## src/rtl/ide_win_pkg.sv

```systemverilog
package ide_win_pkg;
  localparam int BYTE_W = 8;
  localparam int OFS_W  = 3;
  localparam int SETUP_LSB = 4;
  localparam int SETUP_W   = 4;

  localparam logic [OFS_W-1:0] IDX_RD_TIM = 3'd0;
  localparam logic [OFS_W-1:0] IDX_WR_TIM = 3'd1;
  localparam logic [OFS_W-1:0] IDX_CTL    = 3'd3;
  localparam logic [OFS_W-1:0] IDX_STRAP  = 3'd5;
  localparam logic [OFS_W-1:0] IDX_SEL    = 3'd6;

  localparam logic [OFS_W-1:0] OFS_KEY_RD = 3'd1;
  localparam logic [OFS_W-1:0] OFS_KEY_WR = 3'd2;

  localparam logic [BYTE_W-1:0] KEY_OPEN   = 8'h03;
  localparam logic [BYTE_W-1:0] KEY_CLOSE  = 8'h83;
  localparam logic [BYTE_W-1:0] KEY_COMMIT = 8'h85;

  typedef enum logic [1:0] {SEQ_IDLE, SEQ_RD1, SEQ_RD2} seq_t;

  // True when the access is the step the key sequence expects from cur.
  function automatic logic key_step_ok(seq_t cur, logic wr, logic wide,
                                       logic [OFS_W-1:0] ofs, logic [BYTE_W-1:0] d);
    case (cur)
      SEQ_IDLE, SEQ_RD1: key_step_ok = !wr && wide && (ofs == OFS_KEY_RD);
      SEQ_RD2:           key_step_ok = wr && !wide && (ofs == OFS_KEY_WR) && (d == KEY_OPEN);
      default:           key_step_ok = 1'b0;
    endcase
  endfunction

  function automatic seq_t key_next(seq_t cur, logic ok);
    if (!ok) return SEQ_IDLE;
    case (cur)
      SEQ_IDLE: return SEQ_RD1;
      SEQ_RD1:  return SEQ_RD2;
      default:  return SEQ_IDLE;
    endcase
  endfunction

  function automatic logic is_close(logic wr, logic wide, logic [OFS_W-1:0] ofs,
                                    logic [BYTE_W-1:0] d);
    return wr && !wide && (ofs == OFS_KEY_WR) && (d == KEY_CLOSE);
  endfunction
endpackage

```

## src/rtl/ide_win_unlock.sv

```systemverilog
module ide_win_unlock
  import ide_win_pkg::*;
(
  input  logic             clk,
  input  logic             rst_n,
  input  logic             acc_valid,
  input  logic             acc_write,
  input  logic             acc_wide,
  input  logic [OFS_W-1:0] acc_offset,
  input  logic [BYTE_W-1:0] acc_byte,
  output logic             ctrl_mode,
  output logic             unlock_done,
  output logic             relock_hit
);
  seq_t seq_q;
  logic step_ok;

  assign step_ok     = key_step_ok(seq_q, acc_write, acc_wide, acc_offset, acc_byte);
  assign unlock_done = acc_valid && !ctrl_mode && (seq_q == SEQ_RD2) && step_ok;
  assign relock_hit  = acc_valid && ctrl_mode &&
                       is_close(acc_write, acc_wide, acc_offset, acc_byte);

  always_ff @(posedge clk) begin
    if (!rst_n) begin
      seq_q     <= SEQ_IDLE;
      ctrl_mode <= 1'b0;
    end else if (acc_valid) begin
      if (ctrl_mode) begin
        if (relock_hit) ctrl_mode <= 1'b0;
      end else begin
        seq_q <= key_next(seq_q, step_ok);
        if (unlock_done) ctrl_mode <= 1'b1;
      end
    end
  end
endmodule

```

## src/rtl/ide_win_regs.sv

```systemverilog
module ide_win_regs
  import ide_win_pkg::*;
#(
  parameter int NUM_DEV = 2,
  parameter logic [BYTE_W-1:0] TIM_DEF = 8'hFF,
  parameter logic [SETUP_W-1:0] SETUP_DEF = 4'hF
) (
  input  logic                       clk,
  input  logic                       rst_n,
  input  logic                       wr_en,
  input  logic [OFS_W-1:0]           idx,
  input  logic [BYTE_W-1:0]          wdata,
  input  logic                       strap_q,
  output logic [BYTE_W-1:0]          rdata,
  output logic                       commit_hit,
  output logic [NUM_DEV*BYTE_W-1:0]  act_rd,
  output logic [NUM_DEV*BYTE_W-1:0]  act_wr,
  output logic [SETUP_W-1:0]         act_setup
);
  localparam int SEL_W = (NUM_DEV > 1) ? $clog2(NUM_DEV) : 1;
  localparam logic [BYTE_W-1:0] SEL_DEF = BYTE_W'(SETUP_DEF) << SETUP_LSB;

  logic [BYTE_W-1:0] sel_q, ctl_q;
  logic [SEL_W-1:0]  dev_sel;
  logic [NUM_DEV*BYTE_W-1:0] st_rd, st_wr;

  assign dev_sel    = sel_q[SEL_W-1:0];
  assign commit_hit = wr_en && (idx == IDX_CTL) && (wdata == KEY_COMMIT);

  always_ff @(posedge clk) begin
    if (!rst_n) begin
      sel_q     <= SEL_DEF;
      ctl_q     <= '0;
      act_setup <= SETUP_DEF;
    end else begin
      if (wr_en && idx == IDX_SEL) sel_q <= wdata;
      if (wr_en && idx == IDX_CTL) ctl_q <= wdata;
      if (commit_hit) act_setup <= sel_q[SETUP_LSB +: SETUP_W];
    end
  end

  for (genvar d = 0; d < NUM_DEV; d++) begin : g_dev
    logic [BYTE_W-1:0] srd_q, swr_q, ard_q, awr_q;
    logic hit;
    assign hit = wr_en && (dev_sel == SEL_W'(d));
    always_ff @(posedge clk) begin
      if (!rst_n) begin
        srd_q <= TIM_DEF;
        swr_q <= TIM_DEF;
        ard_q <= TIM_DEF;
        awr_q <= TIM_DEF;
      end else begin
        if (hit && idx == IDX_RD_TIM) srd_q <= wdata;
        if (hit && idx == IDX_WR_TIM) swr_q <= wdata;
        if (commit_hit) begin
          ard_q <= srd_q;
          awr_q <= swr_q;
        end
      end
    end
    assign st_rd[d*BYTE_W +: BYTE_W]  = srd_q;
    assign st_wr[d*BYTE_W +: BYTE_W]  = swr_q;
    assign act_rd[d*BYTE_W +: BYTE_W] = ard_q;
    assign act_wr[d*BYTE_W +: BYTE_W] = awr_q;
  end

  always_comb begin
    case (idx)
      IDX_RD_TIM: rdata = st_rd[int'(dev_sel)*BYTE_W +: BYTE_W];
      IDX_WR_TIM: rdata = st_wr[int'(dev_sel)*BYTE_W +: BYTE_W];
      IDX_CTL:    rdata = ctl_q;
      IDX_STRAP:  rdata = {{(BYTE_W-1){1'b0}}, strap_q};
      IDX_SEL:    rdata = sel_q;
      default:    rdata = '0;
    endcase
  end
endmodule

```

## src/rtl/ide_cfg_window.sv

```systemverilog
module ide_cfg_window
  import ide_win_pkg::*;
#(
  parameter int BUS_W   = 16,
  parameter int NUM_DEV = 2
) (
  input  logic                      clk,
  input  logic                      rst_n,
  input  logic                      acc_valid,
  input  logic                      acc_write,
  input  logic                      acc_wide,
  input  logic [OFS_W-1:0]          acc_offset,
  input  logic [BUS_W-1:0]          acc_wdata,
  output logic [BUS_W-1:0]          acc_rdata,
  output logic                      tf_valid,
  output logic                      tf_write,
  output logic                      tf_wide,
  output logic [OFS_W-1:0]          tf_offset,
  output logic [BUS_W-1:0]          tf_wdata,
  input  logic [BUS_W-1:0]          tf_rdata,
  input  logic                      strap_clk25,
  output logic                      ctrl_mode,
  output logic                      clk_is_25,
  output logic [NUM_DEV*BYTE_W-1:0] act_rd_timing,
  output logic [NUM_DEV*BYTE_W-1:0] act_wr_timing,
  output logic [SETUP_W-1:0]        act_addr_setup
);
  logic unlock_done, relock_hit, commit_hit;
  logic [BYTE_W-1:0] reg_rdata;

  ide_win_unlock u_unlock (
    .clk(clk), .rst_n(rst_n), .acc_valid(acc_valid), .acc_write(acc_write),
    .acc_wide(acc_wide), .acc_offset(acc_offset), .acc_byte(acc_wdata[BYTE_W-1:0]),
    .ctrl_mode(ctrl_mode), .unlock_done(unlock_done), .relock_hit(relock_hit)
  );

  ide_win_regs #(.NUM_DEV(NUM_DEV)) u_regs (
    .clk(clk), .rst_n(rst_n),
    .wr_en(acc_valid && acc_write && ctrl_mode),
    .idx(acc_offset), .wdata(acc_wdata[BYTE_W-1:0]), .strap_q(clk_is_25),
    .rdata(reg_rdata), .commit_hit(commit_hit),
    .act_rd(act_rd_timing), .act_wr(act_wr_timing), .act_setup(act_addr_setup)
  );

  always_ff @(posedge clk) begin
    if (!rst_n) clk_is_25 <= 1'b0;
    else        clk_is_25 <= strap_clk25;
  end

  assign tf_valid  = acc_valid && !ctrl_mode;
  assign tf_write  = acc_write;
  assign tf_wide   = acc_wide;
  assign tf_offset = acc_offset;
  assign tf_wdata  = acc_wdata;
  assign acc_rdata = ctrl_mode ? {{(BUS_W-BYTE_W){1'b0}}, reg_rdata} : tf_rdata;
endmodule

```

## config.mk

```make
export PLATFORM = sky130hd
export DESIGN_NAME = ide_cfg_window
export DESIGN_NICKNAME = d
export VERILOG_FILES = /design/src/rtl/ide_win_pkg.sv /design/src/rtl/ide_win_unlock.sv /design/src/rtl/ide_win_regs.sv /design/src/rtl/ide_cfg_window.sv
export SDC_FILE = /design/constraint.sdc
export NUM_CORES = 1
export LEC_CHECK = 0
export BUFFER_PORTS_ARGS = -buffer_cell sky130_fd_sc_hd__clkbuf_2
export CORE_MARGIN = 4
export CORE_UTILIZATION = 52
export DETAILED_ROUTE_END_ITERATION = 12
export PLACE_DENSITY = 0.8
export SETUP_SLACK_MARGIN = 0.02
export SLEW_MARGIN = 30
export SYNTH_ARGS = -nofsm -noshare
export SYNTH_HDL_FRONTEND = slang
export SYNTH_SLANG_ARGS = --single-unit
export TNS_END_PERCENT = 5
```

## constraint.sdc

```tcl
create_clock -name clk -period 2.3 [get_ports clk]
set_input_delay 0.115 -clock clk [delete_from_list [all_inputs] [get_ports clk]]
set_output_delay 0.115 -clock clk [all_outputs]
set_load 0.02 [all_outputs]
```

==> run summary <==
period utilisation layout = 86.05%
element type at the critical path end = output pin
Clock Power Share = 40.9%
count of mapped cells out of synthesis = 460
overall via count from detail_route = 3541
combinational share of power = 7.3%
Area contributors post-synth = sky130_fd_sc_hd__dfxtp_1 44%, sky130_fd_sc_hd__nand3_1 10%, sky130_fd_sc_hd__mux2i_1 9.0%
number of remaining DRC errors = 0
number of synthesis warnings = 0
number of fillers in the final layout = 646
global-route wire length before repair = 16680 um
max-capacitance violation count = 0
initial core utilization = 54.58%
ys async rst share = 0%
Overall Power = 2.944 mW
Peak VDD IR = 0.4309 mV
top cell type's share of synthesized area = 43.79%
outcome = finished, final reports clean
number of endpoints with negative hold slack in the final report = 0
cell area after technology mapping = 4023 um^2
CP required = 2.18 ns
number of sinks handled by clock tree synthesis = 88
Max Clock Skew = 0.01084 ns
cell type with the highest aggregate area in the netlist = sky130_fd_sc_hd__dfxtp_1
pin count of the biggest net entering global routing = 74
net count of the mapped netlist = 501
Vias per Instance = 5.639
final count of negative-setup-slack endpoints = 0
post-synthesis to final-layout area growth = 15.40%
fraction of power spent switching nets = 23.07%
number of storage elements in the synthesis netlist = 88
most frequently used flop master after synthesis = sky130_fd_sc_hd__dfxtp_1
Hold Crit Class = primary input to flip-flop
headroom to the max-slew limit = 53.01%
Max Freq = 505.3 MHz
cell-internal power = 2.265 mW
portion of the post-synthesis area used by sequential elements = 43.79%
total half-perimeter wirelength after legalization and detailed placement = 7504 um
WS Path Type = flip-flop to output pin
GR Overflow Total = 0
worst slack after detailed placement = 0.2833 ns
number of distinct library cell variants in the gate-level netlist after synthesis = 42
Worst-Margin Slew = 0.7048 ns
TNS Setup = 0 ns
Post-synth EDFFs = 0
total clock buffers created by CTS = 9
initial antenna violation count = 0
setup slack of the critical path after layout = 0.3209 ns
clock tree root buffer cell = sky130_fd_sc_hd__clkbuf_8
top-level port count = 117
Core Rows = 31
core area = 7370 um^2
horizontal die dimension = 95.96 um
nets@finish = 565
DIE HEIGHT = 95.96 um
Leakage Power = 1.883 nW
clock transition at the registers of the reported paths = 0.08 ns
peak fanout along the critical path = 16
share of cells above drive strength 1 = 27.79%
Sw Pwr = 0.6792 mW
Routability Congestion = 0.8538
max-slew violation total from the final report = 0
CTS H-tree lvls = 3
buffer count from post-CTS setup fixing = 0
average size of a mapped cell = 8.745 um^2
wire length per cell = 17.01 um
sequential group share of total power = 51.8%
floorplan die area = 9207 um^2
Period minus WS final = 1.979 ns
later-pin clock latency in the skew report = 0.36 ns
Iter 0 DRT Violations = 342
Antenna Violating Nets Remaining = 0
areal power density over the cells = 634.2 nW/um^2
Buffers on Ports = 100
kind of launch point of the worst setup path = flip-flop
total iterations of the first detailed-routing run = 5
vias in the first global route = 3217
clock tree from TritonCTS = done
unrepaired setup endpoints after global routing = no
post-detailed-routing wire length = 10680 um
clk buf depth = 2
count of antenna diodes in the layout = 0
global-route usage over all layers = 23.77%
Critical Path AT = 1.86 ns
-- logic make-up after synthesis --
logic type      after synthesis  share of synthesized area (%)
mux                          43                          12.60
simple gates                192                          23.86
buf+inv                      65                          9.020
flops                        88                          43.79
compound gates               72                          10.73
-- power groups by stage --
stage	Combinational [mW]	Sequential (mW)	Clock, mW
4_1_cts	0.215	1.52	1.22
3_3_place_gp	0.209	1.56	0
3_5_place_dp	0.213	1.56	0
2_1_floorplan	0.157	1.56	0
6_report	0.215	1.52	1.21
5_1_grt	0.230	1.52	1.29
-- placed cells by master (no fill, tap or decap), drive strengths merged, types with 2 or more instances in the layout --
| cell | netlist | layout |
|---|---|---|
| dfxtp | 88 | 88 |
| bufinv | 0 | 2 |
| mux4 | 6 | 6 |
| clkinv | 0 | 3 |
| nand2b | 2 | 2 |
| clkbuf | 28 | 111 |
| nor4 | 4 | 4 |
| or4b | 2 | 2 |
| nand4b | 3 | 3 |
| nor3 | 2 | 2 |
| inv | 3 | 3 |
| a21oi | 15 | 15 |
| nor2 | 15 | 15 |
| o21ai | 36 | 36 |
| nand3 | 81 | 81 |
| a22oi | 7 | 7 |
| nor2b | 11 | 11 |
| nand2 | 63 | 63 |
| or4 | 2 | 2 |
| a22o | 7 | 7 |
| mux2i | 36 | 36 |
| buf | 34 | 14 |
| and2 | 2 | 2 |
-- cell usage after synthesis (2+ instances only) --
master / count
sky130_fd_sc_hd__dfxtp_1: 88
sky130_fd_sc_hd__nand3_1: 81
sky130_fd_sc_hd__nand2_1: 63
sky130_fd_sc_hd__mux2i_1: 36
sky130_fd_sc_hd__clkbuf_1: 28
sky130_fd_sc_hd__o21ai_1: 28
sky130_fd_sc_hd__buf_4: 21
sky130_fd_sc_hd__a21oi_1: 15
sky130_fd_sc_hd__nor2_1: 15
sky130_fd_sc_hd__nor2b_1: 11
sky130_fd_sc_hd__buf_2: 8
sky130_fd_sc_hd__a22o_1: 7
sky130_fd_sc_hd__a22oi_1: 7
sky130_fd_sc_hd__mux4_2: 6
sky130_fd_sc_hd__o21ai_0: 6
sky130_fd_sc_hd__buf_6: 4
sky130_fd_sc_hd__inv_1: 3
sky130_fd_sc_hd__nand4b_1: 3
sky130_fd_sc_hd__nor4_1: 3
sky130_fd_sc_hd__and2_1: 2
sky130_fd_sc_hd__nand2b_1: 2
sky130_fd_sc_hd__o21ai_2: 2
sky130_fd_sc_hd__or4_1: 2
-- registers in the layout, summed over array words and instances, names as in the netlist --
| signal | cells |
|---|---|
| u_regs.sel_q | 8 |
| clk_is_25 | 1 |
| u_regs.g_dev.awr_q | 16 |
| u_unlock.ctrl_mode | 1 |
| u_regs.g_dev.swr_q | 16 |
| u_regs.g_dev.ard_q | 16 |
| u_regs.act_setup | 4 |
| u_unlock.seq_q | 2 |
| u_regs.g_dev.srd_q | 16 |
| u_regs.ctl_q | 8 |
-- layout make-up --
cell class,instances,area [um^2],share of cell area (%)
sequential,88,1763,37.98
clock buffer,11,151.4,3.261
inverter,3,11.26,0.2426
clock inverter,5,78.83,1.698
timing repair buffer,115,615.6,13.26
tap,99,123.9,2.668
multi-input combinational,307,1898,40.89
-- worst paths after layout --
path                            cells past startpoint                from  slack (ns)                  endpoint
worst max register to register                      4  u_unlock.ctrl_mode        0.68  u_regs.g_dev[0].srd_q[1]
worst max-delay path                                4     u_regs.sel_q[0]        0.32              acc_rdata[4]
worst min register to register                      2     u_regs.ctl_q[4]        0.46           u_regs.ctl_q[4]
worst min-delay path                                3        acc_wdata[5]        0.11           u_regs.ctl_q[5]
-- metrics by stage --
| stage | instance area (um^2) | std cells | util [%] | hold WS (ns) |
|---|---|---|---|---|
| 4_1_cts | 4641 | 628 | 62.97 | 0.09863 |
| 3_3_place_gp | 4400 | 611 | 59.71 | 0.2301 |
| 5_1_grt | 4642 | 628 | 62.99 | 0.1125 |
| 2_1_floorplan | 4023 | 460 | - | 0.2390 |
| 6_report | 4642 | 628 | 62.99 | 0.1128 |
| 3_5_place_dp | 4400 | 611 | 59.71 | 0.2301 |
-- metal layers --
layer / vias to the layer above / share of wire [%] / track usage, %
li1: 1727 / - / -
met1: 1686 / 43 / 31.17
met2: 112 / 49 / 39.20
met3: 16 / 6.0 / 6.099
met4: 0 / 1.4 / 5.806
met5: - / 0 / 0
-- worst max-delay path, cell delays in order (launching register included) --
cell	delay, ns
sky130_fd_sc_hd__dfxtp_2	0.56
sky130_fd_sc_hd__mux4_2	0.37
sky130_fd_sc_hd__a22oi_1	0.29
sky130_fd_sc_hd__a21oi_1	0.12
sky130_fd_sc_hd__clkbuf_2	0.17
-- repair_timing --
action                                  CTS  global route
gates resized for setup                   0             1
hold buffers                              1             0
endpoints found under the setup margin    0             2
hold endpoints to repair                  1             0
Note: power is estimated with default switching activity, not from simulation.
